===== config.mk =====
export PLATFORM = sky130hd
export DESIGN_NAME = cycle_pacer
export DESIGN_NICKNAME = d
export VERILOG_FILES = /design/src/rtl/pacer_pkg.sv /design/src/rtl/pacer_divider.sv /design/src/rtl/pacer_tally.sv /design/src/rtl/pacer_word.sv /design/src/rtl/cycle_pacer.sv
export SDC_FILE = /design/constraint.sdc
export NUM_CORES = 1
export LEC_CHECK = 0
export BUFFER_PORTS_ARGS = -buffer_cell sky130_fd_sc_hd__buf_2
export CAP_MARGIN = 20
export CORE_ASPECT_RATIO = 1.4
export CORE_MARGIN = 4
export CORE_UTILIZATION = 40
export CTS_BUF_LIST = sky130_fd_sc_hd__clkbuf_8
export DETAILED_ROUTE_END_ITERATION = 6
export GPL_TIMING_DRIVEN = 1
export PLACE_DENSITY_LB_ADDON = 0.2
export SLEW_MARGIN = 20
export SYNTH_ARGS = -nofsm -noshare
export SYNTH_HDL_FRONTEND = slang
export SYNTH_SLANG_ARGS = --single-unit

===== constraint.sdc =====
create_clock -name clk -period 7.4 [get_ports clk]
set_clock_uncertainty 0.1 [all_clocks]
set_input_delay 0.74 -clock clk [delete_from_list [all_inputs] [get_ports clk]]
set_output_delay 0.74 -clock clk [all_outputs]
set_load 0.01 [all_outputs]

===== src/rtl/pacer_pkg.sv =====
package pacer_pkg;

  // What the sequencer does in the current clock.
  typedef enum logic [2:0] {
    ACT_IDLE  = 3'd0,  // no run active
    ACT_COUNT = 3'd1,  // count steps down inside a cycle
    ACT_TAKE  = 3'd2,  // word consumed, new cycle begins
    ACT_STALL = 3'd3,  // word due but FIFO empty
    ACT_END   = 3'd4   // last cycle finished
  } act_e;

endpackage


===== src/rtl/pacer_divider.sv =====
module pacer_divider
  import pacer_pkg::*;
#(
  parameter int DIV_W = 8
) (
  input  logic             clk,
  input  logic             rst_n,
  input  logic             load_i,
  input  logic [DIV_W-1:0] div_i,
  input  act_e             act_i,
  output logic [DIV_W-1:0] cnt_o,
  output logic             zero_o
);

  localparam logic [DIV_W-1:0] MIN_RELOAD = DIV_W'(1);
  localparam logic [DIV_W-1:0] MIN_DIV    = DIV_W'(2);

  logic [DIV_W-1:0] reload_q, reload_d;
  logic [DIV_W-1:0] cnt_q, cnt_d;
  logic             cnt_en;

  // Divider sampled only at start; values below 2 clamp to a reload of 1.
  always_comb begin
    reload_d = reload_q;
    if (load_i) begin
      reload_d = (div_i < MIN_DIV) ? MIN_RELOAD : (div_i - DIV_W'(1));
    end
  end

  always_comb begin
    cnt_en = load_i || (act_i == ACT_TAKE) || (act_i == ACT_COUNT);
    cnt_d  = cnt_q;
    if (load_i) begin
      cnt_d = '0;
    end else begin
      unique case (act_i)
        ACT_TAKE:  cnt_d = reload_q;
        ACT_COUNT: cnt_d = cnt_q - DIV_W'(1);
        default:   cnt_d = cnt_q;
      endcase
    end
  end

  always_ff @(posedge clk or negedge rst_n) begin
    if (!rst_n) begin
      reload_q <= MIN_RELOAD;
    end else if (load_i) begin
      reload_q <= reload_d;
    end
  end

  always_ff @(posedge clk or negedge rst_n) begin
    if (!rst_n) begin
      cnt_q <= '0;
    end else if (cnt_en) begin
      cnt_q <= cnt_d;
    end
  end

  assign cnt_o  = cnt_q;
  assign zero_o = (cnt_q == '0);

  AST_RELOAD_ON_TAKE: assert property (@(posedge clk) disable iff (!rst_n)
    (act_i == ACT_TAKE) |=> (cnt_q == reload_q));
  AST_COUNT_STEP: assert property (@(posedge clk) disable iff (!rst_n)
    (act_i == ACT_COUNT) |=> (cnt_q == $past(cnt_q) - DIV_W'(1)));
  AST_STALL_FREEZE: assert property (@(posedge clk) disable iff (!rst_n)
    (act_i == ACT_STALL) |=> (cnt_q == '0));
  AST_RELOAD_HELD: assert property (@(posedge clk) disable iff (!rst_n)
    !load_i |=> $stable(reload_q));
  AST_RELOAD_CLAMPED: assert property (@(posedge clk) disable iff (!rst_n)
    reload_q >= MIN_RELOAD);

endmodule


===== src/rtl/pacer_tally.sv =====
module pacer_tally #(
  parameter int CNT_W = 16
) (
  input  logic             clk,
  input  logic             rst_n,
  input  logic             load_i,
  input  logic [CNT_W-1:0] cycles_i,
  input  logic             take_i,
  output logic             more_o
);

  logic [CNT_W-1:0] done_q, done_d;
  logic [CNT_W-1:0] total_q;
  logic             done_en;

  always_comb begin
    done_en = load_i || take_i;
    done_d  = load_i ? '0 : (done_q + CNT_W'(1));
  end

  always_ff @(posedge clk or negedge rst_n) begin
    if (!rst_n) begin
      done_q <= '0;
    end else if (done_en) begin
      done_q <= done_d;
    end
  end

  always_ff @(posedge clk or negedge rst_n) begin
    if (!rst_n) begin
      total_q <= '0;
    end else if (load_i) begin
      total_q <= cycles_i;
    end
  end

  assign more_o = (done_q != total_q);

  AST_DONE_BOUND: assert property (@(posedge clk) disable iff (!rst_n)
    done_q <= total_q);
  AST_TAKE_ADVANCES: assert property (@(posedge clk) disable iff (!rst_n)
    (take_i && !load_i) |=> (done_q == $past(done_q) + CNT_W'(1)));

endmodule


===== src/rtl/pacer_word.sv =====
module pacer_word #(
  parameter int WORD_W = 32
) (
  input  logic              clk,
  input  logic              rst_n,
  input  logic              take_i,
  input  logic [WORD_W-1:0] data_i,
  output logic [WORD_W-1:0] word_o,
  output logic              stb_o
);

  logic [WORD_W-1:0] word_q;
  logic              stb_q, stb_d;

  assign stb_d = take_i;

  always_ff @(posedge clk or negedge rst_n) begin
    if (!rst_n) begin
      word_q <= '0;
    end else if (take_i) begin
      word_q <= data_i;
    end
  end

  always_ff @(posedge clk or negedge rst_n) begin
    if (!rst_n) begin
      stb_q <= 1'b0;
    end else begin
      stb_q <= stb_d;
    end
  end

  assign word_o = word_q;
  assign stb_o  = stb_q;

  AST_WORD_HOLD: assert property (@(posedge clk) disable iff (!rst_n)
    !take_i |=> $stable(word_q));
  AST_STB_AFTER_TAKE: assert property (@(posedge clk) disable iff (!rst_n)
    take_i |=> stb_q);

endmodule


===== src/rtl/cycle_pacer.sv =====
module cycle_pacer
  import pacer_pkg::*;
#(
  parameter int WORD_W = 32,
  parameter int DIV_W  = 8,
  parameter int CNT_W  = 16
) (
  input  logic              clk,
  input  logic              rst_n,
  input  logic              start_i,
  input  logic [DIV_W-1:0]  div_i,
  input  logic [CNT_W-1:0]  cycles_i,
  input  logic              fifo_valid_i,
  input  logic [WORD_W-1:0] fifo_data_i,
  output logic              fifo_rd_o,
  output logic [WORD_W-1:0] word_o,
  output logic              cyc_stb_o,
  output logic [DIV_W-1:0]  count_o,
  output logic              running_o,
  output logic              underrun_o
);

  logic running_q, running_d;
  logic undr_q, undr_d;
  logic start_ok;
  logic zero, more, take;
  act_e act;

  assign start_ok = start_i && !running_q && (cycles_i != '0);

  // Decide this clock's action from run state, counter and FIFO handshake.
  always_comb begin
    if (!running_q) begin
      act = ACT_IDLE;
    end else if (!zero) begin
      act = ACT_COUNT;
    end else if (!more) begin
      act = ACT_END;
    end else if (fifo_valid_i) begin
      act = ACT_TAKE;
    end else begin
      act = ACT_STALL;
    end
  end

  assign take      = (act == ACT_TAKE);
  assign fifo_rd_o = take;

  always_comb begin
    running_d = running_q;
    if (start_ok) begin
      running_d = 1'b1;
    end else if (act == ACT_END) begin
      running_d = 1'b0;
    end
  end

  always_comb begin
    undr_d = undr_q;
    if (start_ok) begin
      undr_d = 1'b0;
    end else if (act == ACT_STALL) begin
      undr_d = 1'b1;
    end
  end

  always_ff @(posedge clk or negedge rst_n) begin
    if (!rst_n) begin
      running_q <= 1'b0;
      undr_q    <= 1'b0;
    end else begin
      running_q <= running_d;
      undr_q    <= undr_d;
    end
  end

  pacer_divider #(.DIV_W(DIV_W)) u_div (
    .clk    (clk),
    .rst_n  (rst_n),
    .load_i (start_ok),
    .div_i  (div_i),
    .act_i  (act),
    .cnt_o  (count_o),
    .zero_o (zero)
  );

  pacer_tally #(.CNT_W(CNT_W)) u_tally (
    .clk      (clk),
    .rst_n    (rst_n),
    .load_i   (start_ok),
    .cycles_i (cycles_i),
    .take_i   (take),
    .more_o   (more)
  );

  pacer_word #(.WORD_W(WORD_W)) u_word (
    .clk    (clk),
    .rst_n  (rst_n),
    .take_i (take),
    .data_i (fifo_data_i),
    .word_o (word_o),
    .stb_o  (cyc_stb_o)
  );

  assign running_o  = running_q;
  assign underrun_o = undr_q;

  AST_IDLE_NO_READ: assert property (@(posedge clk) disable iff (!rst_n)
    !running_o |-> !fifo_rd_o);
  AST_READ_AT_ZERO: assert property (@(posedge clk) disable iff (!rst_n)
    fifo_rd_o |-> (count_o == '0));
  AST_STB_SINGLE: assert property (@(posedge clk) disable iff (!rst_n)
    cyc_stb_o |=> !cyc_stb_o);
  AST_HALT_AT_ZERO: assert property (@(posedge clk) disable iff (!rst_n)
    !running_o |-> (count_o == '0));
  AST_UNDERRUN_STICKY: assert property (@(posedge clk) disable iff (!rst_n)
    (underrun_o && !start_i) |=> underrun_o);
  AST_STALL_NO_READ: assert property (@(posedge clk) disable iff (!rst_n)
    (running_o && !fifo_valid_i) |-> !fifo_rd_o);

endmodule


; ---- After elaboration in Yosys (flattened, before gate mapping)
; Cells that the tools add are included.
[totals]
regBits = 83
latchBits = 0
ramBits = 0
rom_bits = 0
wordCells = 40
mem_count = 0
[classes]
addsub = 3
mul = 0
div_mod_pow = 0
n_lt_le_gt_ge = 1
eq_ne = 5
shift = 0
mux = 12
bitwise = 0
reduce_logical = 11
[ops]
columns = operator, n
row1 = adder 16 x 1 -> 16 bit (second input constant), 1
row2 = 2-to-1 mux 16 bit, 1
row3 = 2-to-1 mux 8 bit, 2
row4 = != test 16 bit, 1
row5 = case mux 8 bit (2 select lines), 1
row6 = nonzero test 16 bit, 1
row7 = subtractor 8 x 1 -> 8 bit (second input constant), 2
row8 = 2-to-1 mux 3 bit, 3
row9 = logical NOT 8 bit, 1
row10 = < comparator 8 x 2 -> 1 bit (second input constant), 1
row11 = equality test 3 x 2 -> 1 bit (second input constant), 2
row12 = 2-to-1 mux 1 bit, 5
row13 = nonzero test 2 bit, 2
row14 = equality test 3 x 1 -> 1 bit (second input constant), 1
row15 = equality test 3 bit (second input constant), 1
row16 = nonzero test 3 bit, 1
row17 = logical AND 1 bit, 2
row18 = logical OR 1 bit, 2
row19 = AND reduction 2 bit, 1
row20 = logical NOT 1 bit, 1

; ---- Longest topological paths before layout
[logic_depth]
ltp_word = 8
ltp_mapped = 12

; ---- Modules after synthesis
; A second synthesis with hierarchy kept.
[unflattened]
cells_unflattened = 328
area_unflattened_um2 = 4092.7
[modules_own_cells]
columns = module, instances, cells_each, area_per_inst_um2, seq_area_each_um2
row1 = pacer_tally, 1, 128, 1546.5, 800.8
row2 = pacer_word, 1, 69, 1370.1, 825.8
row3 = pacer_divider, 1, 113, 983.4, 401.6
row4 = cycle_pacer, 1, 18, 192.7, 50.0

; ---- Least setup slack after synthesis
; Ideal clock, no wire load.
[synth_path]
path_kind = register to output
from = reg u_div.cnt_q[0] (netlist: u_div.cnt_o[0])
to = out fifo_rd_o
arrival_ns = 2.068
path_slack_ns = 4.492
stages_incl_launch_ff = 11
n_path_buf = 3
cell_sequence = dfrtp_1 -> inv_1 -> ha_1 -> or4b_4 -> nor2b_2 -> and3_1 -> buf_4 -> nand2_4 -> inv_1 -> buf_4 -> buf_2
[synth_between]
elab_chain_len = 4
[synth_lines]
columns = item, line_no
row1 = start: declaration, pacer_divider.sv:19  ; logic [DIV_W-1:0] cnt_q, cnt_d;
row2 = start signal: assignment, pacer_divider.sv:56  ; cnt_q <= cnt_d;
row3 = logical NOT 8 bit, pacer_divider.sv:61  ; assign zero_o = (cnt_q == '0);
row4 = 2-to-1 mux 3 bit, cycle_pacer.sv:35  ; end else if (!zero) begin
row5 = 2-to-1 mux 3 bit, cycle_pacer.sv:33  ; if (!running_q) begin
row6 = equality test 3 x 2 -> 1 bit, cycle_pacer.sv:46  ; assign take = (act == ACT_TAKE);
row7 = end: declaration, cycle_pacer.sv:15  ; output logic fifo_rd_o,
; No other way between the ends.

; ---- Worst setup path in the final report
; Same ends and word-level chain as after synthesis.

==> out/metrics.yaml <==
status: "completed"
powerDensity_nw_per_um2: 299
r2r_setup_slack_ns: 4.11
synth_edf_count: 0
cap_violations: 0
antenna_found_initial: 0
power_frac_comb_pct: 29.8
critical_path.max_fanout: 49
dp_hpwl_mm: 6.50
synth_nets: 486
ys_async_sr_fraction_pct: 100
grt_max_degree: 84
place_inst: 620
seqPwrFrac_pct: 49.4
critical_path_class: "reg -> out"
syn_area_sq_um: 3830
endpoint_kind: "output pin"
drc: 0
grt_pass1_wl_mm: 15.0
hp-class: "in -> async"
crit_required_ns: 6.56
slew_violations: 0
tns_ns: 0
clk_pin_slew_ns: 0.08
cts_setup_buffers: 0
cts_sinks: 83
initial_core_util_pct: 40.7
regArea_sq_um: 2080
worst_pin_slew_ns: 0.874
critical-path-slowest-cell: "or4b_4"
yosysSeqAreaShare_pct: 54.3
grt_overflow: 0
p_clk_share_pct: 20.8
cp_common_cell: "inv_1"
ys.flop_type: "dfrtp_1"
cts_max_level: 3
hold_violations: 0
first_pass_iters: 5
place_congestion: 0.858
most-common-layout-cells: "169 x nand2_1, 102 x buf_2, 82 x dfrtp_1"
design_area_sq_um: 4590
io_pins: 104
relSlewSlack_pct: 40.9
vias: 3196
nets: 584
synth-seq-cells: 83
antenna-diode-count: 0
grt_pass1_vias: 3220
synth_cells: 423
worst-path-buf-inv: 3
crit_family: "simple AND/OR/NAND/NOR gates"
min_period_over_period_pct: 48.1
clock_latency_ns: 0.35
synth.distinct_cells: 45
crit_chain: "inv_1, ha_1, or4b_4, nor2b_2, and3_1, nand2_4, inv_1, buf_2"
multi_input_area_sq_um: 1640
routedWlPerCell_um: 14.2
fmax_mhz: 281
cts_tree: "built"
port_buffers: 103
post_drt_via_cell_ratio: 5.03
fp.dieH_um: 124
drt_wl_total_mm: 9.03
peakVddDrop_uv: 73.5
core_area_sq_um: 9410
layout-drive-gt1-share_pct: 24.1
fin_cells: 636
ctsLongestPathBuffers: 2
rsz0062_at_grt: "no"
final_common_cell: "nand2_1"
slowest_delay_ns: 0.51
p_sw_mw: 0.468
nFillCells: 926
cts-resized-gates: 0
syn2layout_area_growth_pct: 19.9
dieArea_sq_um: 11200
drtAntennaViolNets: 0
post-route-min-period_ns: 3.56
holdWs_ns: 0.315
internal-power_mw: 0.905
die_w_um: 90.7
track_usage_pct: 16.8
first_iter_violations: 162
power_mw: 1.37
p_leak_nw: 2.52
placed_area_sq_um: 4410
clock-root-buffer: "clkbuf_8"
cp.arrival_ns: 2.72
yosysWarningCount: 0
rows: 42
p_sw_share_pct: 34.1
worstSetupStartpointType: "flip-flop"
finalSetupViolCount: 0
holdBufCountCts: 0
syn_avg_cell_area_sq_um: 9.05
cts-buffers-inserted: 9
worst paths after layout:
| kind | start | to | cells past startpoint |
|---|---|---|---|
| worst min-delay path | rst_n | u_word.word_o[1] | 1 |
| max in group asynchronous | rst_n | u_div.cnt_o[7] | 1 |
| worst max register to register | u_div.cnt_o[0] | u_div.cnt_o[3] | 10 |
| min in group clk | u_word.word_o[27] | u_word.word_o[27] | 2 |
| worst min register to register | u_word.word_o[27] | u_word.word_o[27] | 2 |
| worst max-delay path | u_div.cnt_o[0] | fifo_rd_o | 8 |
cells by family after synthesis:
| group | synth area share, % |
|---|---|
| AO/OA/AOI/OAI | 7.55 |
| XOR/XNOR | 5.95 |
| adder cells (fa/ha/maj) | 0.981 |
| buffers and inverters | 2.88 |
| flip-flops | 54.3 |
| multiplexers | 0.523 |
| AND/OR/NAND/NOR | 27.8 |
per-layer routing:
layer	track usage, %	up-vias	routed length, um
li1	-	1607	-
met1	20.4	1502	3950
met2	29.2	79	4530
met3	3.93	8	422
met4	6.03	0	120
met5	0	-	0
layout make-up:
cell class | count | area share [%]
well taps | 110 | 3.00
clock inverters | 5 | 0.463
flip-flops and latches | 83 | 45.3
clock buffers | 11 | 3.30
repair buffers | 106 | 11.9
multi-input cells | 316 | 35.7
inverters | 5 | 0.409
synth_stat cells, types with 2 or more instances:
cell type	n	area, sq um
or4_1	3	22.5
o41ai_1	2	17.5
dfrtp_1	82	2050
a31o_2	2	17.5
nor4_1	10	62.6
mux2i_1	2	20.0
nor3_1	4	20.0
o211ai_1	2	15.0
inv_1	5	18.8
and3_1	5	31.3
o21ai_0	15	75.1
xnor2_1	4	35.0
nand3_1	11	55.1
or3_1	7	43.8
a21oi_1	8	40.0
a221o_1	3	30.0
a211oi_1	3	22.5
xor2_1	22	193
nand4_1	6	37.5
buf_2	4	20.0
nand2b_1	3	18.8
nor2_1	14	52.6
nand2_1	169	634
ha_1	3	37.5
buf_4	2	15.0
nand3b_1	2	15.0
clkbuf_1	12	45.0
through the flow:
stage | utilization [%] | setup WS [ns]
final | 48.8 | 3.84
after floorplan | - | 4.49
after global routing | 48.8 | 3.60
after global placement | 46.9 | 4.20
after detailed placement | 46.9 | 4.10
after CTS | 48.8 | 3.80
power by group through the flow:
stage	clock, mW	combinational [mW]	sequential (mW)
after floorplan	0	0.188	0.724
after global placement	0	0.408	0.683
after detailed placement	0	0.416	0.689
after CTS	0.297	0.419	0.680
after global routing	0.311	0.467	0.697
final	0.285	0.409	0.678
worst reg2reg max path: stages, from the launching register on:
cell       delay (ns)
dfrtp_1          0.42
inv_1            0.09
ha_1             0.22
or4b_4           0.51
nor2b_2          0.14
and3_1           0.34
nand2_4          0.34
inv_1            0.17
buf_4            0.44
o2bb2ai_1        0.12
a221o_1          0.30
state kept, by name (all words and copies together), names as in the netlist:
| name | count |
|---|---|
| u_div.cnt_o | 8 |
| underrun_o | 1 |
| u_div.reload_q | 8 |
| u_tally.done_q | 16 |
| u_word.stb_o | 1 |
| u_tally.total_q | 16 |
| u_word.word_o | 32 |
| running_o | 1 |
No activity file was read; power rests on OpenSTA's default activity.
